### config.mk
export PLATFORM = sky130hd
export DESIGN_NAME = psr_ctrl_reg
export DESIGN_NICKNAME = d
export VERILOG_FILES = /design/src/rtl/psr_ctrl_pkg.sv /design/src/rtl/psr_mode_check.sv /design/src/rtl/psr_next_word.sv /design/src/rtl/psr_ctrl_reg.sv
export SDC_FILE = /design/constraint.sdc
export NUM_CORES = 1
export LEC_CHECK = 0
export ABC_AREA = 0
export BUFFER_PORTS_ARGS = -buffer_cell sky130_fd_sc_hd__buf_2
export CAP_MARGIN = 20
export CORE_MARGIN = 2
export CORE_UTILIZATION = 40
export CTS_BUF_LIST = sky130_fd_sc_hd__clkbuf_4
export CTS_CLUSTER_DIAMETER = 50
export DETAILED_ROUTE_END_ITERATION = 7
export PLACE_DENSITY = 0.79
export SLEW_MARGIN = 0
export SYNTH_ARGS = -nofsm -noshare
export SYNTH_HDL_FRONTEND = slang
export SYNTH_HIERARCHICAL = 1
export SYNTH_SLANG_ARGS = --single-unit
### constraint.sdc
create_clock -name clk -period 6.76 [get_ports clk]
set_input_delay 1.014 -clock clk [delete_from_list [all_inputs] [get_ports clk]]
set_output_delay 1.014 -clock clk [all_outputs]
set_load 0.05 [all_outputs]
### src/rtl/psr_ctrl_pkg.sv
package psr_ctrl_pkg;
  localparam int CTRL_W = 8;
  localparam int MODE_W = 5;
  localparam int IDIS_BIT = 7;
  localparam int FDIS_BIT = 6;
  localparam int TST_BIT  = 5;

  typedef enum logic [MODE_W-1:0] {
    MD_USR = 5'b10000,
    MD_FIQ = 5'b10001,
    MD_IRQ = 5'b10010,
    MD_SVC = 5'b10011,
    MD_ABT = 5'b10111,
    MD_UND = 5'b11011,
    MD_SYS = 5'b11111
  } mode_e;

  localparam logic [CTRL_W-1:0] CTRL_RESET = {1'b1, 1'b1, 1'b0, MD_SVC};
endpackage

### src/rtl/psr_mode_check.sv
module psr_mode_check
  import psr_ctrl_pkg::*;
(
  input  logic [MODE_W-1:0] mode,
  output logic              legal
);
  always_comb begin
    unique case (mode)
      MD_USR, MD_FIQ, MD_IRQ, MD_SVC,
      MD_ABT, MD_UND, MD_SYS: legal = 1'b1;
      default:                legal = 1'b0;
    endcase
  end
endmodule

### src/rtl/psr_next_word.sv
module psr_next_word
  import psr_ctrl_pkg::*;
#(
  parameter int WORD_W = 32,
  parameter int FLAG_W = 4
) (
  input  logic [WORD_W-1:0] cur_word,
  input  logic              priv,
  input  logic              sw_wr_en,
  input  logic [WORD_W-1:0] sw_wr_data,
  input  logic [WORD_W-1:0] sw_wr_mask,
  input  logic              exc_en,
  input  logic [MODE_W-1:0] exc_mode,
  input  logic              exc_mask_fiq,
  input  logic              tstate_wr,
  input  logic              tstate_val,
  output logic [WORD_W-1:0] nxt_word
);
  localparam int FLAG_LO = WORD_W - FLAG_W;

  logic [WORD_W-1:0] allow_mask;
  logic [WORD_W-1:0] eff_mask;
  logic [WORD_W-1:0] sw_word;
  logic [WORD_W-1:0] exc_word;

  // Classify every bit: flags always writable, control bits (except T)
  // only when privileged, T and reserved never.
  for (genvar b = 0; b < WORD_W; b++) begin : g_allow
    if (b >= FLAG_LO) begin : g_flag
      assign allow_mask[b] = 1'b1;
    end else if (b < CTRL_W && b != TST_BIT) begin : g_ctrl
      assign allow_mask[b] = priv;
    end else begin : g_locked
      assign allow_mask[b] = 1'b0;
    end
  end

  assign eff_mask = sw_wr_mask & allow_mask;
  assign sw_word  = (cur_word & ~eff_mask) | (sw_wr_data & eff_mask);

  always_comb begin
    exc_word               = cur_word;
    exc_word[MODE_W-1:0]   = exc_mode;
    exc_word[IDIS_BIT]     = 1'b1;
    exc_word[FDIS_BIT]     = cur_word[FDIS_BIT] | exc_mask_fiq;
  end

  always_comb begin
    if (exc_en)        nxt_word = exc_word;
    else if (sw_wr_en) nxt_word = sw_word;
    else               nxt_word = cur_word;
    if (tstate_wr)     nxt_word[TST_BIT] = tstate_val;
  end
endmodule

### src/rtl/psr_ctrl_reg.sv
module psr_ctrl_reg
  import psr_ctrl_pkg::*;
#(
  parameter int WORD_W = 32,
  parameter int FLAG_W = 4
) (
  input  logic              clk,
  input  logic              rst,
  input  logic              sw_wr_en,
  input  logic [WORD_W-1:0] sw_wr_data,
  input  logic [WORD_W-1:0] sw_wr_mask,
  input  logic              exc_en,
  input  logic [4:0]        exc_mode,
  input  logic              exc_mask_fiq,
  input  logic              tstate_wr,
  input  logic              tstate_val,
  output logic [WORD_W-1:0] status_word,
  output logic [4:0]        cur_mode,
  output logic              irq_enable,
  output logic              fiq_enable,
  output logic              state_pin,
  output logic              privileged,
  output logic              lock_err
);
  localparam int UPPER_W = WORD_W - CTRL_W;
  localparam logic [WORD_W-1:0] WORD_RESET = {{UPPER_W{1'b0}}, CTRL_RESET};

  logic [WORD_W-1:0] word_q;
  logic [WORD_W-1:0] nxt_word;
  logic              lock_q;
  logic              cur_legal;
  logic              nxt_legal;
  logic              priv_now;

  psr_mode_check u_cur_chk (
    .mode  (word_q[MODE_W-1:0]),
    .legal (cur_legal)
  );

  psr_mode_check u_nxt_chk (
    .mode  (nxt_word[MODE_W-1:0]),
    .legal (nxt_legal)
  );

  assign priv_now = cur_legal && (word_q[MODE_W-1:0] != MD_USR);

  psr_next_word #(
    .WORD_W (WORD_W),
    .FLAG_W (FLAG_W)
  ) u_next (
    .cur_word     (word_q),
    .priv         (priv_now),
    .sw_wr_en     (sw_wr_en),
    .sw_wr_data   (sw_wr_data),
    .sw_wr_mask   (sw_wr_mask),
    .exc_en       (exc_en),
    .exc_mode     (exc_mode),
    .exc_mask_fiq (exc_mask_fiq),
    .tstate_wr    (tstate_wr),
    .tstate_val   (tstate_val),
    .nxt_word     (nxt_word)
  );

  always_ff @(posedge clk) begin
    if (rst) begin
      word_q <= WORD_RESET;
      lock_q <= 1'b0;
    end else if (!lock_q) begin
      word_q <= nxt_word;
      if (!nxt_legal) lock_q <= 1'b1;
    end
  end

  // All outputs are functions of flops only.
  assign status_word = word_q;
  assign cur_mode    = word_q[MODE_W-1:0];
  assign irq_enable  = !word_q[IDIS_BIT] && !lock_q;
  assign fiq_enable  = !word_q[FDIS_BIT] && !lock_q;
  assign state_pin   = word_q[TST_BIT];
  assign privileged  = priv_now;
  assign lock_err    = lock_q;
endmodule

==> summary.md <==
| Metric | Value |
|---|---|
| Non-Filler Instances | 282 |
| Hold Vio Cnt, Final | 0 |
| Num CTS Buffers | 5 |
| Worst skew pair latency | 0.32 ns |
| Ys Warns | 6 |
| Crit path max fanout | 8 |
| Root buffer cell | clkbuf_4 |
| Post-detailed-route count of antenna-violating nets | 0 |
| Compound-Gate Fraction of Synth Area | 8.768% |
| Post-CTS setup buffers | 0 |
| CTS clock-pin slew for the worst setup and hold paths | 0.10 ns |
| Setup ws final | 3.613 ns |
| First-pass GRT wire length | 5154 um |
| Worst Tran Pin Value | 1.019 ns |
| Worst-case vdd ir drop | 102.0 uV |
| Final setup vio count | 0 |
| Clock H-tree levels | 2 |
| Final HPWL DP | 2137 um |
| Max-cap violations | 0 |
| Grt ovf | 0 |
| CTS sink count | 33 |
| Synthesized cell area | 1727 um2 |
| RSZ-0062 raised after global routing | false |
| Hold_buf cts | 0 |
| Die H | 69.70 um |
| Fin crit share | 46.55% |
| Largest family of logic cells by synthesized area | multiplexers |
| F_max | 0.3178 GHz |
| Worst path required time | 5.75 ns |
| Register bit count reported by yosys | 33 |
| Routed WL per cell | 10.95 um |
| Drt drc | 0 |
| Resized cells post-CTS | 0 |
| Core footprint | 4086 um2 |
| Rows | 23 |
| Mean Syn Cell Area | 9.333 um2 |
| Final #Nets | 307 |
| Relative slew margins | 32.07% |
| Layout cells sized above 1 | 38.36% |
| Pwr dens | 242.9 nW/um2 |
| Starting DRT DRC Count | 31 |
| Cells after DPL | 274 |
| Setup crit end kind | output port |
| Reg2reg setup slack | 4.07 ns |
| Die Area | 4858 um2 |
| Pleak | 0.9872 nW |
| Total GRT Usage | 13.03% |
| Filler Cells Inserted | 402 |
| Starting Density | 42.25% |
| Post-layout min period | 3.147 ns |
| Setup TNS | 0 ns |
| Area Overhead vs Synth | 13.26% |
| Setup crit start kind | flip-flop |
| Final GP Congestion | 0.7708 |
| Worst endpoint data arrival time | 2.13 ns |
| Crit-path cells | o2bb2ai_1 > and2_1 > a21boi_0 > buf_2 |
| Slowest stage cell, crit path | a21boi_0 |
| Via count | 1339 |
| Syn_nets | 261 |
| Mux cell area share after synthesis | 20.07% |
| CTS tree | built |
| Cells after Synth | 185 |
| Ports | 118 |
| IO buf count | 75 |
| Final Max Slew Viols | 0 |
| Bufs and invs on worst path | 1 |
| Yosys cell types | 25 |
| Pin count of the biggest net entering global routing | 42 |
| Post-synthesis adder-cell area fraction | 0% |
| Die Span X | 69.70 um |
| CP top delay family | compound AO/OA/AOI/OAI gates |
| Outcome | finished clean |
| TritonRoute pass-1 iters | 4 |
| Clock Skews | 0.007749 ns |
| Worst hold-check path type | flip-flop to flip-flop |
| Initial antenna violation count | 0 |
| DR vias/cell | 4.748 |
| Total power | 0.4751 mW |
| Maximum root-to-sink buffer count | 2 |
| Kind of critical path | flip-flop to output port |
| Simple-Gate Fraction of Synth Area | 15.94% |
| Vias in the first global route | 1219 |
| Sequential area share after synthesis | 38.26% |
| Post-Route WL | 3088 um |
| Critical path's largest stage delay | 0.72 ns |
| Antenna diodes | 0 |
| Dpl ws | 3.956 ns |
| Xor-xnor portion of the synthesized cell area | 0% |
[power breakdown]
part | leakage [nW] | switching [mW] | internal, mW
registers | 0.268 | 0.0181 | 0.201
clock network | 0.0433 | 0.0635 | 0.0810
logic | 0.676 | 0.0709 | 0.0405
total | 0.987 | 0.152 | 0.323
[cell type report]
type                    instances  area, um2  share of cell area (%)
multi-input cells             115      773.2                   39.54
flip-flops and latches         33      661.9                   33.85
repair buffers                 75      375.4                   19.19
well taps                      50      62.56                   3.199
clock buffers                   6      45.04                   2.303
clock inverters                 2      33.78                   1.727
inverters                       1      3.754                  0.1919
[worst reg2reg max path, stage by stage (launching register included)]
cell	delay (ns)
dfxtp_1	0.44
o2bb2ai_1	0.13
and2_1	0.12
a21boi_0	0.72
and2_1	0.41
a21boi_2	0.09
a311o_1	0.31
nor2b_1	0.13
a211o_1	0.25
[cells in the mapped netlist, drive strengths merged]
cell / count / share of area, %
o2bb2ai: 2 / 1.0
clkbuf: 4 / 0.87
and2b: 4 / 1.7
dfxtp: 33 / 38
and2: 3 / 1.1
nor2b: 7 / 2.5
a311o: 1 / 0.58
a211o: 5 / 2.5
nand2: 9 / 2.0
a21boi: 2 / 1.1
mux2: 5 / 3.3
inv: 1 / 0.22
a31oi: 5 / 1.8
buf: 32 / 16
mux2i: 29 / 17
a21oi: 6 / 1.7
nor4: 1 / 0.36
nor2: 30 / 6.5
nand3: 6 / 1.7
[sequential cells by signal, indices dropped and copies added, names as in the netlist]
| signal | cells |
|---|---|
| lock_err | 1 |
| status_word | 32 |
[final timing paths]
| check | endpoint | startpoint | depth (start not counted) |
|---|---|---|---|
| worst max register to register | status_word[7] | status_word[1] | 8 |
| worst max-delay path | privileged | status_word[1] | 4 |
| worst min-delay path | status_word[7] | status_word[7] | 1 |
| worst min register to register | status_word[7] | status_word[7] | 1 |
[layer usage]
metal	share of wire (%)	up-vias	wire [um]	track usage, %
li1	-	693	-	-
met1	46	593	1415	14.77
met2	46	47	1413	22.86
met3	7.1	6	219	4.506
met4	1.3	0	39	4.274
met5	0	-	0	0
[per-stage QoR]
| step | hold slack [ns] | util (%) | instance area, um2 |
|---|---|---|---|
| floorplan | 0.7541 | - | 1727 |
| global placement | 0.4890 | 45.93 | 1877 |
| detailed placement | 0.4994 | 45.93 | 1877 |
| CTS | 0.5245 | 47.86 | 1956 |
| global route | 0.5537 | 47.86 | 1956 |
| finish | 0.5147 | 47.86 | 1956 |
[cell families after synthesis]
kind of cell / count (synthesis)
simple gates: 60
mux: 34
flops: 33
buf+inv: 37
compound gates: 21
[layout by cell type, fill, tap and decap left out, drive strengths merged]
cell type | synthesis | routed
buf | 32 | 75
dfxtp | 33 | 33
nor2 | 30 | 30
mux2i | 29 | 29
nand2 | 9 | 9
nor2b | 7 | 7
a21oi | 6 | 6
clkbuf | 4 | 6
nand3 | 6 | 6
a211o | 5 | 5
a31oi | 5 | 5
mux2 | 5 | 5
and2b | 4 | 4
and2 | 3 | 3
o2bb2ai | 2 | 2
a21boi | 2 | 2
nor4 | 1 | 1
inv | 1 | 1
clkinv | 0 | 1
bufinv | 0 | 1
a311o | 1 | 1
No activity file was read; power rests on OpenSTA's default activity.
